File: config.mk
export PLATFORM = sky130hd
export DESIGN_NAME = pixel_plot_engine
export DESIGN_NICKNAME = d
export VERILOG_FILES = /design/src/rtl/pxp_pkg.sv /design/src/rtl/pxp_addr.sv /design/src/rtl/pxp_merge.sv /design/src/rtl/pxp_seq.sv /design/src/rtl/pixel_plot_engine.sv
export SDC_FILE = /design/constraint.sdc
export NUM_CORES = 1
export LEC_CHECK = 0
export ABC_AREA = 1
export BUFFER_PORTS_ARGS = -buffer_cell sky130_fd_sc_hd__buf_2
export CORE_MARGIN = 2
export CORE_UTILIZATION = 50
export CTS_CLUSTER_SIZE = 28
export DETAILED_ROUTE_END_ITERATION = 8
export MAX_ROUTING_LAYER = met4
export PLACE_DENSITY = 0.88
export SYNTH_ARGS = -nofsm -noshare
export SYNTH_HDL_FRONTEND = slang
export SYNTH_SLANG_ARGS = --single-unit
File: constraint.sdc
create_clock -name clk -period 3.5 [get_ports clk]
set_clock_uncertainty 0.2 [all_clocks]
set_input_delay 0.875 -clock clk [delete_from_list [all_inputs] [get_ports clk]]
set_output_delay 0.875 -clock clk [all_outputs]
set_load 0.1 [all_outputs]
File: src/rtl/pxp_pkg.sv
package pxp_pkg;
    typedef enum logic [2:0] {
        S_IDLE,
        S_RD_REQ,
        S_RD_WAIT,
        S_MODIFY,
        S_WR_REQ,
        S_WR_WAIT
    } seq_e;

    localparam logic [2:0] ROP_COPY = 3'd1;
    localparam logic [2:0] ROP_AND  = 3'd2;
    localparam logic [2:0] ROP_OR   = 3'd3;
    localparam logic [2:0] ROP_XOR  = 3'd4;

    localparam logic [7:0] CMD_PLOT = 8'd2;

    localparam logic [1:0] OFS_COLOR = 2'd0;
    localparam logic [1:0] OFS_X     = 2'd1;
    localparam logic [1:0] OFS_Y     = 2'd2;
    localparam logic [1:0] OFS_CMD   = 2'd3;
endpackage

File: src/rtl/pxp_addr.sv
module pxp_addr #(
    parameter int COORD_W     = 12,
    parameter int ADDR_W      = 24,
    parameter int LINE_STRIPS = 80,
    parameter int LANE_BITS   = 3
) (
    input  logic [COORD_W-1:0] x,
    input  logic [COORD_W-1:0] y,
    output logic [ADDR_W-1:0]  addr
);
    logic [ADDR_W-1:0] row_base;
    logic [ADDR_W-1:0] col_ofs;

    always_comb begin
        row_base = ADDR_W'(LINE_STRIPS) * ADDR_W'(y);
        col_ofs  = ADDR_W'(x >> LANE_BITS);
        addr     = row_base + col_ofs;
    end
endmodule

File: src/rtl/pxp_merge.sv
module pxp_merge
    import pxp_pkg::*;
#(
    parameter int STRIP_W = 128,
    parameter int LANE_W  = 16,
    parameter int COLOR_W = 12,
    localparam int LANES  = STRIP_W / LANE_W,
    localparam int SEL_W  = $clog2(LANES)
) (
    input  logic [STRIP_W-1:0] strip_in,
    input  logic [SEL_W-1:0]   lane_sel,
    input  logic [COLOR_W-1:0] color,
    input  logic [2:0]         rop,
    output logic [STRIP_W-1:0] strip_out
);
    for (genvar gi = 0; gi < LANES; gi++) begin : g_lane
        logic [LANE_W-1:0]  old_lane;
        logic [COLOR_W-1:0] old_pix;
        logic [COLOR_W-1:0] new_pix;

        always_comb begin
            old_lane = strip_in[gi*LANE_W +: LANE_W];
            old_pix  = old_lane[COLOR_W-1:0];
            case (rop)
                ROP_AND: new_pix = color & old_pix;
                ROP_OR:  new_pix = color | old_pix;
                ROP_XOR: new_pix = color ^ old_pix;
                default: new_pix = color;
            endcase
            if (lane_sel == SEL_W'(gi))
                strip_out[gi*LANE_W +: LANE_W] = {old_lane[LANE_W-1:COLOR_W], new_pix};
            else
                strip_out[gi*LANE_W +: LANE_W] = old_lane;
        end
    end
endmodule

File: src/rtl/pxp_seq.sv
module pxp_seq
    import pxp_pkg::*;
(
    input  logic clk,
    input  logic rst_n,
    input  logic start,
    input  logic mem_ack,
    output logic busy,
    output logic mem_req,
    output logic mem_we,
    output logic rd_done,
    output logic do_modify
);
    seq_e state_d, state_q;

    always_comb begin
        state_d = state_q;
        case (state_q)
            S_IDLE:    if (start) state_d = S_RD_REQ;
            S_RD_REQ:  state_d = mem_ack ? S_MODIFY : S_RD_WAIT;
            S_RD_WAIT: if (mem_ack) state_d = S_MODIFY;
            S_MODIFY:  state_d = S_WR_REQ;
            S_WR_REQ:  state_d = mem_ack ? S_IDLE : S_WR_WAIT;
            S_WR_WAIT: if (mem_ack) state_d = S_IDLE;
            default:   state_d = S_IDLE;
        endcase
    end

    always_ff @(posedge clk or negedge rst_n) begin
        if (!rst_n) state_q <= S_IDLE;
        else        state_q <= state_d;
    end

    always_comb begin
        busy      = (state_q != S_IDLE);
        mem_req   = (state_q == S_RD_REQ) || (state_q == S_RD_WAIT) ||
                    (state_q == S_WR_REQ) || (state_q == S_WR_WAIT);
        mem_we    = (state_q == S_WR_REQ) || (state_q == S_WR_WAIT);
        rd_done   = mem_ack && ((state_q == S_RD_REQ) || (state_q == S_RD_WAIT));
        do_modify = (state_q == S_MODIFY);
    end
endmodule

File: src/rtl/pixel_plot_engine.sv
module pixel_plot_engine
    import pxp_pkg::*;
#(
    parameter int COORD_W     = 12,
    parameter int COLOR_W     = 12,
    parameter int LANE_W      = 16,
    parameter int STRIP_W     = 128,
    parameter int ADDR_W      = 24,
    parameter int LINE_STRIPS = 80,
    parameter int REG_W       = 32
) (
    input  logic               clk,
    input  logic               rst_n,
    input  logic               reg_sel,
    input  logic               reg_we,
    input  logic [1:0]         reg_addr,
    input  logic [REG_W-1:0]   reg_wdata,
    output logic [REG_W-1:0]   reg_rdata,
    output logic               mem_req,
    output logic               mem_we,
    output logic [ADDR_W-1:0]  mem_addr,
    output logic [STRIP_W-1:0] mem_wdata,
    input  logic               mem_ack,
    input  logic [STRIP_W-1:0] mem_rdata
);
    localparam int LANES = STRIP_W / LANE_W;
    localparam int SEL_W = $clog2(LANES);

    typedef struct packed {
        logic [COLOR_W-1:0] color;
        logic [COORD_W-1:0] x;
        logic [COORD_W-1:0] y;
        logic [COLOR_W-1:0] p_color;
        logic [COORD_W-1:0] p_x;
        logic [COORD_W-1:0] p_y;
        logic [2:0]         p_rop;
        logic [REG_W-1:0]   p_cmd;
        logic [STRIP_W-1:0] strip;
    } regs_t;

    regs_t r_d, r_q;

    logic               busy, rd_done, do_modify, start;
    logic               cmd_ok;
    logic [2:0]         cmd_rop;
    logic [STRIP_W-1:0] merged;

    always_comb begin
        cmd_rop = reg_wdata[18:16];
        cmd_ok  = (reg_wdata[7:0] == CMD_PLOT) &&
                  (cmd_rop >= ROP_COPY) && (cmd_rop <= ROP_XOR);
        start   = reg_sel && reg_we && (reg_addr == OFS_CMD) && !busy && cmd_ok;
    end

    pxp_seq u_seq (
        .clk       (clk),
        .rst_n     (rst_n),
        .start     (start),
        .mem_ack   (mem_ack),
        .busy      (busy),
        .mem_req   (mem_req),
        .mem_we    (mem_we),
        .rd_done   (rd_done),
        .do_modify (do_modify)
    );

    pxp_addr #(
        .COORD_W     (COORD_W),
        .ADDR_W      (ADDR_W),
        .LINE_STRIPS (LINE_STRIPS),
        .LANE_BITS   (SEL_W)
    ) u_addr (
        .x    (r_q.p_x),
        .y    (r_q.p_y),
        .addr (mem_addr)
    );

    pxp_merge #(
        .STRIP_W (STRIP_W),
        .LANE_W  (LANE_W),
        .COLOR_W (COLOR_W)
    ) u_merge (
        .strip_in  (r_q.strip),
        .lane_sel  (r_q.p_x[SEL_W-1:0]),
        .color     (r_q.p_color),
        .rop       (r_q.p_rop),
        .strip_out (merged)
    );

    always_comb begin
        r_d = r_q;
        if (reg_sel && reg_we) begin
            case (reg_addr)
                OFS_COLOR: r_d.color = reg_wdata[COLOR_W-1:0];
                OFS_X:     r_d.x     = reg_wdata[COORD_W-1:0];
                OFS_Y:     r_d.y     = reg_wdata[COORD_W-1:0];
                default:   ;
            endcase
        end
        if (start) begin
            r_d.p_color = r_q.color;
            r_d.p_x     = r_q.x;
            r_d.p_y     = r_q.y;
            r_d.p_rop   = cmd_rop;
            r_d.p_cmd   = reg_wdata;
        end
        if (rd_done)   r_d.strip = mem_rdata;
        if (do_modify) r_d.strip = merged;
    end

    always_ff @(posedge clk or negedge rst_n) begin
        if (!rst_n) r_q <= '0;
        else        r_q <= r_d;
    end

    always_comb begin
        reg_rdata = '0;
        if (reg_sel && !reg_we) begin
            case (reg_addr)
                OFS_COLOR: reg_rdata = REG_W'(r_q.color);
                OFS_X:     reg_rdata = REG_W'(r_q.x);
                OFS_Y:     reg_rdata = REG_W'(r_q.y);
                default:   reg_rdata = busy ? r_q.p_cmd : '0;
            endcase
        end
    end

    assign mem_wdata = r_q.strip;
endmodule

## Yosys cells after proc, flatten, opt, wreduce, memory -nomap -nowiden

Index checks and enable logic that the tools add are counted.

- Add/sub/neg operators: 1
- Multiply operators: 1
- Order comparisons: 2
- Equal/unequal tests: 30
- Multiplexer cells: 27
- Bitwise operators: 25
- Reductions and logical operators: 32

Operators with widths:

| operator | number |
|---|---|
| one-hot mux 12 bit (3 select lines) | 8 |
| 2-to-1 mux 128 bit | 2 |
| AND 12 bit | 8 |
| 2-to-1 mux 12 bit | 8 |
| bitwise OR 12 bit | 8 |
| one-hot mux 32 bit (3 select lines) | 1 |
| XOR 12 bit | 8 |
| 2-to-1 mux 32 bit | 2 |
| AND reduction 2 bit | 12 |
| == test 3 bit (second input constant) | 7 |
| adder 19 x 9 -> 20 bit | 1 |
| == test 3 x 2 -> 1 bit (second input constant) | 6 |
| one-hot mux 3 bit (6 select lines) | 1 |
| inequality test 2 x 1 -> 1 bit (second input constant) | 8 |
| multiplier 3 x 12 -> 15 bit (first input constant) | 1 |
| 2-to-1 mux 3 bit | 4 |
| == test 8 x 2 -> 1 bit (second input constant) | 1 |
| logical AND 1 bit | 8 |
| == test 3 x 1 -> 1 bit (second input constant) | 2 |
| logical NOT 3 bit | 2 |
| inequality test 2 bit (second input constant) | 3 |
| == test 2 bit (second input constant) | 2 |
| logical OR 1 bit | 4 |
| >= comparator 3 x 1 -> 1 bit (second input constant) | 1 |
| 9 further kinds | 10 |

- Register bits after elaboration: 238
- Output and inout bits: 186
- Logic and storage cells: 136

## Longest topological paths before layout

- Depth after elaboration: 6
- Depth in mapped cells: 14

## By module

From an unflattened synthesis, not the netlist that was laid out.

- Cell total of the unflattened synthesis: 2987
- Area total of the unflattened synthesis: 20599.8 sq um

By module, submodules not included:

| module | instances | cells an instance | area an instance (sq um) | seq. area each (sq um) |
|---|---|---|---|---|
| pixel_plot_engine | 1 | 1392 | 11648.7 | 5805.6 |
| pxp_merge | 1 | 1371 | 7531.0 | 0.0 |
| pxp_addr | 1 | 192 | 1216.2 | 0.0 |
| pxp_seq | 1 | 32 | 203.9 | 75.1 |

## Least setup slack after synthesis

OpenSTA, ideal clock, no wires.

- Kind: reg2out
- Start point: register r_q[164] (netlist name)
- End point: output mem_addr[18]
- Arrival time: 4240 ps
- Required time: 2425 ps
- Path slack: -1815 ps
- Cell stages (with the launch flop): 11
- Path buffers: 0
- Path through: dfrtp_1 > ha_1 > ha_1 > fa_1 > ha_1 > nand2_1 > nand2_1 > nand3_1 > nor2_1 > nand4_1 > o21ai_0

- Word-level cells in the longest chain between the ends: 2

Ends and longest elaborated chain:

| element | RTL line | source |
|---|---|---|
| from (decl) | pixel_plot_engine.sv:41 | `regs_t r_d, r_q;` |
| from (signal assigned) | pixel_plot_engine.sv:113 | `else r_q <= r_d;` |
| multiplier 3 x 12 -> 15 bit | pxp_addr.sv:15 | `row_base = ADDR_W'(LINE_STRIPS) * ADDR_W'(y);` |
| adder 19 x 9 -> 20 bit | pxp_addr.sv:17 | `addr = row_base + col_ofs;` |
| to (decl) | pixel_plot_engine.sv:21 | `output logic [ADDR_W-1:0] mem_addr,` |

Every way passes these cells.

## Worst setup path in the final report

- Start point: register r_q[164] (netlist name)
- End point: output mem_addr[17]

Same word-level chain as after synthesis.

==> metrics.md <==
| Metric | Value |
|---|---|
| Run status | `finished with violations` |
| Failing checks | `setup timing` |
| CP delay by family, top | `adder cells` |
| Initial drt markers | `1793` |
| Fraction of layout instances using a drive strength above 1 | `24.3%` |
| I/O pin count | `353` |
| Maximum buffer depth of the clock tree | `3` |
| Number of endpoints with negative hold slack in the final report | `0` |
| Fraction of synthesized cell area in xor and xnor cells | `0.527%` |
| Global-route usage over all layers | `32.5%` |
| Max Clk Rate | `228 MHz` |
| Number of library cell types mapped by synthesis | `36` |
| Setup repair after global routing missed its margin | `yes` |
| GR met1 Demand/Resource | `39.9%` |
| Clock slew at reported path FFs | `60 ps` |
| Crit start category | `flip-flop` |
| Smallest setup slack after layout | `-892 ps` |
| CP Class | `flip-flop to primary output` |
| Overall via count from detail_route | `16100` |
| Post-synthesis instance total | `2108` |
| Post-DR wirelength/cell | `20.3 µm` |
| Row count | `66` |
| Synth top area share | `35.4%` |
| Highest ir drop seen on vdd | `0.638 mV` |
| Compound-cell area share of the yosys netlist | `17.7%` |
| Clock network latency to the later pin of the worst-skew pair | `560 ps` |
| Transition at the pin with the smallest max-transition slack | `roughly 1200 ps` |
| Overall power after layout | `around 17000 µW` |
| Data arrival time of the worst path | `3320 ps` |
| Most frequent cells in the layout | `496 x nand2_1, 300 x buf_2, 235 x dfrtp_1` |
| Starting utilization of the core area | `51.0%` |
| Vias in the first global route | `approximately 16000` |
| IO buf count | `347` |
| Maximum Capacitance Violations | `0` |
| Hold-fix buffers, CTS | `0` |
| Most frequent standard cell in the layout excluding fill and tap cells | `nand2_1` |
| Leak Pwr | `0.0101 µW` |
| Largest net degree at the start of global routing | `97` |
| Final core area utilization | `62.4%` |
| Detail Placement HPWL | `around 37 mm` |
| Total number of nets in the final design | `2706` |
| Slowest library cell on the worst path | `fa_2` |
| Largest area contributor in the netlist | `dfrtp_1` |
| Inserted Clock Buffers | `28` |
| Number of iterations in the first detailed-routing pass | `7` |
| Core footprint | `32600 µm²` |
| Count of non-filler cells in the finished layout | `2792` |
| Drt via density | `~5.8` |
| Wire length of the first global-routing pass | `about 87 mm` |
| GR met2 Demand/Resource | `51.3%` |
| Total setup violations reported at the end of the flow | `12` |
| Worst hold-check path type | `primary input to async pin` |
| Top post-synthesis cells by area | `dfrtp_1 35%, ha_1 16%, nand2_1 11%, o21ai_0 7.0%, buf_4 6.4%` |
| Layout area overhead | `22.4%` |
| Setup_tns | `-8720 ps` |
| Initial antenna violation count | `8` |
| Synthesized area divided by synthesized cell count | `around 7.9 µm²` |
| Final critical-path share of the clock period | `125%` |
| Normalized max-slew margin | `22.3%` |
| Slack of the worst reg-to-reg path | `520 ps` |
| Maximum fanout along the worst path | `3` |
| Launch point of the worst reg-to-reg path | `r_q[196]$_DFFE_PN0P_` |
| TritonCTS sink count | `approximately 240` |
| Seq/Total Area, Yosys | `35.4%` |
| Simple-gate portion of the synthesized area | `15.3%` |
| Routability congestion estimate | `roughly 0.9` |
| Post-synthesis register bit count | `235` |
| Main combinational cell family by area after synthesis | `compound AO/OA/AOI/OAI gates` |
| Combined buffer and inverter count along the critical path | `1` |
| Total power divided by cell area | `830 nW/µm²` |
| Peak-usage layer in the global routing report | `met2` |
| Share of cell area taken by muxes after synthesis | `0%` |
| Combined area of all synthesized cells | `between 15000 and 20000 µm²` |
| Final Slew Violations | `0` |
| Total overflow reported by the global router | `0` |
| Die Area | `34700 µm²` |
| # H-tree levels | `1` |
| Adder-cell area share of the yosys netlist | `16.6%` |
| Crit path cell chain | `ha_4 -> ha_4 -> fa_2 -> ha_4 -> nand2_4 -> nor2_4 -> nand2_2 -> nand3_4 -> nand3_4 -> nor2_4 -> nand2_4 -> nor2_1 -> nor2_1 -> nor2_4 -> buf_12` |
| Critical R2R Capture | `mem_wdata[73]$_DFFE_PN0P_` |
| Antenna viol nets, final | `0` |
| Met3 layer usage reported by global route | `under 10%` |
| Cell at the root of the clock tree | `clkbuf_16` |
| Final critical path time including I/O delays and setup | `4390 ps` |
| DRT Wirelength | `56.6 mm` |
| Post-route DRC violation count | `0` |
| WP data required | `2420 ps` |
| Worst stage delay on the critical path | `480 ps` |
| Vertical die dimension | `186 µm` |
| Category of the worst setup path capture point | `primary output` |
| Worst reg-to-reg path cell count | `8` |
| Die Width | `about 190 µm` |
| Ys Warns | `0` |
| Number of fill cells in the layout | `2530` |
| CTS tree | `yes` |
| Cell count after placement | `2726` |
[cell type report]
cell class	instances	area (µm²)	area share (%)
Antenna cell	8	20.0	0.0984
Clock buffer	39	822	4.04
Sequential cell	235	5880	28.9
Multi-Input combinational cell	1394	8920	43.8
Tap cell	442	553	2.72
Timing Repair Buffer	411	2980	14.6
Inverter	250	942	4.63
Clock inverter	13	231	1.14
[registers in the layout (all words and copies together), names as in the netlist]
| signal | count |
|---|---|
| r_q | 104 |
| u_seq.state_q | 3 |
| mem_wdata | 128 |
[stage by stage]
stage / cell area, µm² / hold slack, ps / setup WS [ps]
6_report: 20400 / 128 / -892
3_3_place_gp: 19100 / 249 / -223
2_1_floorplan: 17100 / 235 / -504
5_1_grt: 20400 / 188 / -1090
3_5_place_dp: 19100 / 252 / -269
4_1_cts: 20200 / 158 / -873
[worst register-to-register path: stages, from the launching register on]
cell	delay [ps]
dfrtp_1	880
inv_1	580
ha_1	440
nand2_1	60
o21ai_0	120
a21oi_1	210
nand2_1	90
o211ai_1	100
o21ai_0	150
[kinds of logic after synthesis]
group | Yosys count
AOI/OAI and AO/OA | 523
adders and majority gates | 219
other | 1
and+or+nand+nor | 637
buffers and inverters | 483
DFF | 235
xor gates and xnor gates | 10
[cells in the mapped netlist (all sizes together)]
| library cell | n |
|---|---|
| xor2 | 7 |
| dfrtp | 235 |
| o211ai | 93 |
| clkbuf | 49 |
| ha | 217 |
| nor3 | 10 |
| o2111ai | 1 |
| o21bai | 1 |
| a31oi | 1 |
| o21ai | 292 |
| a21oi | 115 |
| nor2 | 52 |
| xnor2 | 3 |
| o22ai | 3 |
| nand3 | 53 |
| conb | 1 |
| a211oi | 3 |
| o31ai | 2 |
| a221oi | 12 |
| nand4 | 8 |
| fa | 2 |
| buf | 184 |
| inv | 250 |
| nand3b | 1 |
| nand2 | 513 |
[report_power, final]
| group | switching, µW | leakage [µW] | internal (µW) | total, µW |
|---|---|---|---|---|
| registers | 658 | 0.00303 | 3530 | 4180 |
| logic | 7860 | 0.00657 | 1510 | 9380 |
| clock network | 1260 | 0.000514 | 2080 | 3340 |
| total | 9780 | 0.0101 | 7120 | 16900 |
[timing repair]
item                       CTS  global route
hold endpoints to repair     0             0
pin swaps                   12            19
setup endpoints to repair   12            14
gates cloned                 0             0
gates resized for setup     17            24
buffers inserted             4             3
[worst max path at each step]
stage                         start           end  slack (ps)  cells after the start
2_1_floorplan  r_q[166]$_DFFE_PN0P_  mem_addr[11]        -500                      8
3_3_place_gp   r_q[166]$_DFFE_PN0P_  mem_addr[17]        -220                     15
3_5_place_dp   r_q[166]$_DFFE_PN0P_  mem_addr[17]        -270                     15
4_1_cts        r_q[166]$_DFFE_PN0P_  mem_addr[17]        -870                     15
5_1_grt        r_q[164]$_DFFE_PN0P_  mem_addr[17]       -1090                     13
6_report       r_q[164]$_DFFE_PN0P_  mem_addr[17]        -890                     15
[metal layers]
layer	vias up	share of wire (%)	wire (µm)
li1	7212	-	-
met1	7719	38	21700
met2	980	46	26100
met3	237	10	5640
met4	0	5.6	3170
met5	-	0	0
No activity file was read; power rests on OpenSTA's default activity.
